File: src/rtl/flagalu_pkg.sv
package flagalu_pkg;

    localparam int OPW = 6;

    typedef enum logic [OPW-1:0] {
        OP_ADD = 6'b000000,
        OP_SUB = 6'b000001,
        OP_AND = 6'b000010,
        OP_OR  = 6'b000011,
        OP_XOR = 6'b000100,
        OP_NOT = 6'b000101,
        OP_SHL = 6'b000110,
        OP_SHR = 6'b000111,
        OP_ASR = 6'b001000,
        OP_CEQ = 6'b100000,
        OP_CNE = 6'b100001,
        OP_CGT = 6'b100010,
        OP_CLT = 6'b100011,
        OP_CEZ = 6'b100100,
        OP_CNZ = 6'b100101
    } alu_op_e;

    typedef enum logic [1:0] {
        K_NONE = 2'd0,
        K_DATA = 2'd1,
        K_COND = 2'd2
    } op_kind_e;

endpackage

File: src/rtl/flagalu_decode.sv
module flagalu_decode
    import flagalu_pkg::*;
(
    input  logic [OPW-1:0] op_code,
    output op_kind_e       kind,
    output logic           data_we,
    output logic           flag_we
);

    always_comb begin
        kind = K_NONE;
        unique case (alu_op_e'(op_code))
            OP_ADD, OP_SUB, OP_AND, OP_OR, OP_XOR,
            OP_NOT, OP_SHL, OP_SHR, OP_ASR:          kind = K_DATA;
            OP_CEQ, OP_CNE, OP_CGT, OP_CLT,
            OP_CEZ, OP_CNZ:                          kind = K_COND;
            default:                                 kind = K_NONE;
        endcase
    end

    always_comb begin
        data_we = (kind == K_DATA);
        flag_we = (kind == K_COND);
    end

endmodule

File: src/rtl/flagalu_datapath.sv
module flagalu_datapath
    import flagalu_pkg::*;
#(
    parameter int W = 16
) (
    input  logic [W-1:0]   opa,
    input  logic [W-1:0]   opb,
    input  logic [OPW-1:0] op_code,
    output logic [W-1:0]   value
);

    localparam int MSB = W - 1;

    always_comb begin
        value = '0;
        case (alu_op_e'(op_code))
            OP_ADD:  value = opa + opb;
            OP_SUB:  value = opa - opb;
            OP_AND:  value = opa & opb;
            OP_OR:   value = opa | opb;
            OP_XOR:  value = opa ^ opb;
            OP_NOT:  value = ~opa;
            OP_SHL:  value = {opa[MSB-1:0], 1'b0};
            OP_SHR:  value = {1'b0, opa[MSB:1]};
            OP_ASR:  value = {opa[MSB], opa[MSB:1]};
            default: value = '0;
        endcase
    end

endmodule

File: src/rtl/flagalu_compare.sv
module flagalu_compare
    import flagalu_pkg::*;
#(
    parameter int W = 16
) (
    input  logic [W-1:0]   opa,
    input  logic [W-1:0]   opb,
    input  logic [OPW-1:0] op_code,
    output logic           hit
);

    logic same;
    logic above;
    logic below;
    logic a_zero;

    always_comb begin
        same   = (opa == opb);
        above  = (opa > opb);
        below  = (opa < opb);
        a_zero = (opa == '0);
    end

    always_comb begin
        hit = 1'b0;
        case (alu_op_e'(op_code))
            OP_CEQ:  hit = same;
            OP_CNE:  hit = !same;
            OP_CGT:  hit = above;
            OP_CLT:  hit = below;
            OP_CEZ:  hit = a_zero;
            OP_CNZ:  hit = !a_zero;
            default: hit = 1'b0;
        endcase
    end

    always_comb begin
        AST_ORDER_SINGLE: assert (!(above && below));
    end

endmodule

File: src/rtl/flagalu.sv
module flagalu
    import flagalu_pkg::*;
#(
    parameter int W = 16
) (
    input  logic [W-1:0]   src_a,
    input  logic [W-1:0]   src_b,
    input  logic [OPW-1:0] op_code,
    output logic [W-1:0]   result,
    output logic           result_we,
    output logic           cond_out,
    output logic           cond_we
);

    op_kind_e       kind;
    logic           data_we;
    logic           flag_we;
    logic [W-1:0]   dp_value;
    logic           cmp_hit;

    flagalu_decode u_decode (
        .op_code (op_code),
        .kind    (kind),
        .data_we (data_we),
        .flag_we (flag_we)
    );

    flagalu_datapath #(.W(W)) u_datapath (
        .opa     (src_a),
        .opb     (src_b),
        .op_code (op_code),
        .value   (dp_value)
    );

    flagalu_compare #(.W(W)) u_compare (
        .opa     (src_a),
        .opb     (src_b),
        .op_code (op_code),
        .hit     (cmp_hit)
    );

    always_comb begin
        result    = data_we ? dp_value : '0;
        result_we = data_we;
        cond_out  = flag_we ? cmp_hit : 1'b0;
        cond_we   = flag_we;
    end

    always_comb begin
        if (!op_code[OPW-1]) begin
            AST_DATA_KEEPS_FLAG: assert (!cond_we && !cond_out);
        end
        if (op_code[OPW-1]) begin
            AST_CMP_NO_WRITE: assert (!result_we && result == '0);
        end
        AST_WE_EXCLUSIVE: assert (!(result_we && cond_we));
        if (kind == K_NONE) begin
            AST_UNDEF_QUIET: assert (!result_we && !cond_we && result == '0 && !cond_out);
        end
    end

endmodule

File: config.mk
export PLATFORM = sky130hd
export DESIGN_NAME = flagalu
export DESIGN_NICKNAME = d
export VERILOG_FILES = /design/src/rtl/flagalu_pkg.sv /design/src/rtl/flagalu_decode.sv /design/src/rtl/flagalu_datapath.sv /design/src/rtl/flagalu_compare.sv /design/src/rtl/flagalu.sv
export SDC_FILE = /design/constraint.sdc
export NUM_CORES = 1
export LEC_CHECK = 0
export BUFFER_PORTS_ARGS = -buffer_cell sky130_fd_sc_hd__clkbuf_2
export CORE_MARGIN = 4
export CORE_UTILIZATION = 64
export DETAILED_ROUTE_END_ITERATION = 10
export PLACE_DENSITY = 0.95
export SLEW_MARGIN = 20
export SYNTH_ARGS = -nofsm -noshare
export SYNTH_HDL_FRONTEND = slang
export SYNTH_SLANG_ARGS = --single-unit
File: constraint.sdc
create_clock -name vclk -period 4.9
set_input_delay 0.245 -clock vclk [all_inputs]
set_output_delay 0.245 -clock vclk [all_outputs]
set_load 0.1 [all_outputs]
; After elaboration in Yosys (flattened, before gate mapping)
; Memory sizes are Yosys's and may differ from the RTL's.
; Cells that the tools add are included.
[word_totals]
register_bits = 0
rom_bits = 128
input_bits = 38
word_cells = 34
mem_count = 1
[classes]
add_sub_neg = 2
order_cmp = 2
n_eq_ne = 17
muxes = 4
bitwise = 4
n_reduce_logical = 4
[mem_list]
columns = name, depth, word_bits, read_ports, rd_ports_with_merged_regs, wr, line
row1 = (name not given), 64, 2, 1, 0, 0, flagalu_decode.sv:12  ; unique case (alu_op_e'(op_code))
[op_table]
columns = op, n
row1 = $pmux 16 s9, 1
row2 = $eq 6x6->1 const B, 6
row3 = $eq 6x3->1 const B, 4
row4 = $add 16x16->16, 1
row5 = $and 16x16->16, 1
row6 = $eq 16x16->1, 1
row7 = $gt 16x16->1, 1
row8 = $logic_not 16->1, 1
row9 = $lt 16x16->1, 1
row10 = $mux 16, 1
row11 = $not 16->16, 1
row12 = $or 16x16->16, 1
row13 = $sub 16x16->16, 1
row14 = $xor 16x16->16, 1
row15 = $eq 6x2->1 const B, 2
row16 = $eq 6x1->1 const B, 1
row17 = $eq 6x4->1 const B, 1
row18 = $logic_not 6->1, 1
row19 = $pmux 1 s6, 1
row20 = $eq 2x1->1 const B, 1
row21 = $eq 2x2->1 const B, 1
row22 = $logic_not 1->1, 2
row23 = $mux 1, 1

; Depth between registers and ports, before layout
[logic_depth]
depth_word = 4
mapped_depth = 9

; By module
; Synthesis repeated with hierarchy kept, for this count alone.
[unflattened]
hier_cells = 414
area_unflattened_um2 = 3027.9
[by_module_without_submodules]
columns = module, instances, cells_each, area_each_um2
row1 = flagalu_datapath, 1, 317, 2324.7
row2 = flagalu_compare, 1, 73, 523.0
row3 = flagalu, 1, 18, 132.6
row4 = flagalu_decode, 1, 6, 47.5

; Worst setup path after synthesis
; OpenSTA, ideal clock, no wires.
[synth_path]
path_type = input -> output
from = input src_a[10]
to = output cond_out
arrival_ps = 3291
slack_ps = 1364
cell_stages = 8
n_path_buf = 0
cell_sequence = inv_1 ha_1 or4_4 nor3b_2 nand3_1 o22ai_1 mux2i_1 o211ai_1
[synth_between]
elab_chain_len = 4
[synth_lines]
columns = item, line
row1 = "start, declared", flagalu.sv:6  ; input logic [W-1:0] src_a,
row2 = branches (longest 2 deep; another with $lt 16x16->1), n/a
row3 = $pmux 1 s6 *, flagalu_compare.sv:26  ; case (alu_op_e'(op_code))
row4 = $mux 1 *, flagalu.sv:45  ; cond_out = flag_we ? cmp_hit : 1'b0;
row5 = "end, declared", flagalu.sv:11  ; output logic cond_out,
; Every way passes the cells marked *.

; Worst setup path after layout
[layout_path]
from = input src_a[0]
to = output cond_out
; Same word-level chain as after synthesis.

==> metrics.csv <==
stage,metric,value,unit
outcome,status,"complete, no violations",
setup_path,Worst EP arrival,3.14,ns
logic_synthesis,post-synthesis simple-gate area fraction,24.67,%
placed_design,number of port buffers,57,
logic_synthesis,mux share of post-synthesis cell area,1.030,%
job,max-cap violation count,0,
setup_path,CP Capture Type,output pin,
global_routing,largest net degree at the start of global routing,17,
pwr,logic gate share of total power,100.0,%
pwr,Power Dens Cells,118.4,mW/mm^2
sta,final hold vios,0,
route,routed length per placed instance,19.56,um
pwr,Reg power frac,0,%
setup_path,startpoint types,primary input,
layout,ANT cells,0,
clock_tree,post-CTS setup buffer count,0,
layout,Register Area,0,um^2
pwr,Pint,106.7,uW
sta,Worst Tran Pin Value,0.9392,ns
route,number of remaining DRC errors,0,
global_routing,antenna violations before repair,0,
route,vias per cell,7.310,
die,Initial Util,66.52,%
pwr,clock share of power,0,%
pwr,Pleak,0.001513,uW
setup_path,Crit Path Class,in -> out,
logic_synthesis,Mapped Cells,418,
route,DRT antenna net count,0,
pwr,switching power,268.7,uW
logic_synthesis,library cells used by synthesis,70,
logic_synthesis,post-synthesis sequential area ratio,0,%
placed_design,DP HPWL,7456,um
route,drt total wl,9857,um
sta,fin. max-slew vios,0,
layout,num sequential,0,
logic_synthesis,synthesized area,0.002917,mm^2
min_path,hold depth,3,
setup_path,CP Data Required Time,4.66,ns
sta,total negative setup slack,0,ns
logic_synthesis,YS warnings,0,
layout,clock buf count,0,
clock_tree,number of hold buffers added after cts,0,
logic_synthesis,syn_nets,507,
sta,fin crit period,3.383,ns
global_routing,Overall Global Routing Usage,33.87,%
sta,Final Cycle Share,69.03,%
layout,area delta synth->final,8.752,%
setup_path,Crit. Startpoint,src_a[0],
sta,RSZ-0062 raised after global routing,false,
route,drt pass-1 iters,7,
sta,Rel. slew slack,37.05,%
logic_synthesis,complex-gate fraction of the synthesized area,41.78,%
die,die area,0.005701,mm^2
die,placeable core area,0.004384,mm^2
sta,endpoints failing setup,0,
logic_synthesis,largest family of logic cells by synthesized area,compound AO/OA/AOI/OAI gates,
die,Die Wd,75.51,um
sta,f_max,295.6,MHz
global_routing,first-pass GRT wire length,15510,um
global_routing,vias in the first global route,3312,
logic_synthesis,Synth Area in Adders,22.39,%
route,total number of vias,3684,
min_path,min-delay worst type,in -> out,
logic_synthesis,Synth area leaders,"ha_1 21%, a21oi_1 5.5%, inv_1 5.4%, nand2_1 3.7%, o21ai_0 3.4%",
die,die height,75.51,um
pwr,Sw Ratio,71.57,%
route,initial DRC count,429,
logic_synthesis,syn avg cell area,6.977,um^2
logic_synthesis,post-synth top area share,21.02,%
setup_path,CP max FO,5,
logic_synthesis,Post-Synth XOR/XNOR Area,0.6006,%
layout,post-layout net count,543,
die,FP Rows,24,
placed_design,RD Place Congestion,1.053,
pwr,Max rail drop VDD,0.07206,mV
logic_synthesis,cell taking the most area after synthesis,ha_1,
clock_tree,post-cts repair resize count,0,
min_path,Worst Hold Launch,op_code[4],
die,IO Pins,57,
layout,layout cell share with drive strength beyond 1,17.26,%
sta,Hold WS,1.082,ns
global_routing,total gr overflow,0,
[critical path, cell delays in order]
cell and delay, ns:
clkbuf_2 0.13, inv_1 0.09, ha_1 0.23, fa_1 0.41, o21ba_2 0.24, or2b_1 0.27
a2111oi_4 0.42, nor4_1 0.12, or3_1 0.37, o211ai_1 0.12, clkbuf_2 0.49
[metal layers]
layer,global-route usage [%],vias to the layer above,part of all wire (%)
met5,0,-,0
met3,4.090,56,12
met4,12.43,0,4.0
met1,43.14,1686,38
li1,-,1674,-
met2,58.29,268,46
[synthesized netlist by cell type, types with 6 or more instances]
cell      count
a21o_1       10
buf_2         6
a211oi_1      7
o22ai_1      11
nor2_1       22
ha_1         49
o21ai_0      20
a21oi_1      32
inv_1        42
clkbuf_1     15
a211o_1       6
nand2_1      29
a221o_1       7
nor4_1        7
nand3_1      10
o211ai_1     11
nor3_1        9
[kinds of logic (layout without fill, tap and decap cells)]
family          after synthesis  count (layout)
fa+ha+maj                    51              51
mux                           3               3
compound gates              167             167
xor+xnor                      2               2
buf+inv                      68             102
simple gates                127             127
[worst paths after layout]
check,end,slack (ns)
setup / recovery,cond_out,1.52
hold / removal,result_we,1.08
[cell type report]
cell class	instances	area, um^2
Fill cell	380	1212
Inverter	43	161.4
Multi-Input combinational cell	350	2645
Tap cell	52	65.06
Timing Repair Buffer	59	300.3
[stage by stage]
stage	setup WS [ns]	std cells	instance area, um^2	total power, uW	util (%)
3_5_place_dp	1.563	504	3166	364.3	72.20
2_1_floorplan	1.364	418	2917	280.6	-
3_3_place_gp	1.639	504	3166	356.5	72.20
4_1_cts	1.552	504	3166	365.8	72.20
5_1_grt	1.426	504	3172	398.2	72.35
6_report	1.517	504	3172	375.4	72.35
[placed cells by master (no fill, tap or decap), drive strengths merged, types with 5 or more instances in the layout]
cell type  netlist  layout
o22ai           11      11
a221o            7       7
a211oi          10      10
o211ai          11      11
nor2            24      24
nor4             7       7
inv             43      43
ha              49      49
a211o            6       6
a221oi           6       6
a21oi           32      32
nor3            13      13
o31ai            5       5
o21ai           24      24
a31oi            5       5
clkbuf          15      57
nand2           29      29
a2bb2oi          5       5
nand3           10      10
a21o            10      10
[power by group through the flow]
stage	clock (uW)	sequential [uW]	combinational [uW]
2_1_floorplan	0	0	281
3_5_place_dp	0	0	364
5_1_grt	0	0	398
3_3_place_gp	0	0	356
4_1_cts	0	0	366
6_report	0	0	375
No activity file was read; power rests on OpenSTA's default activity.
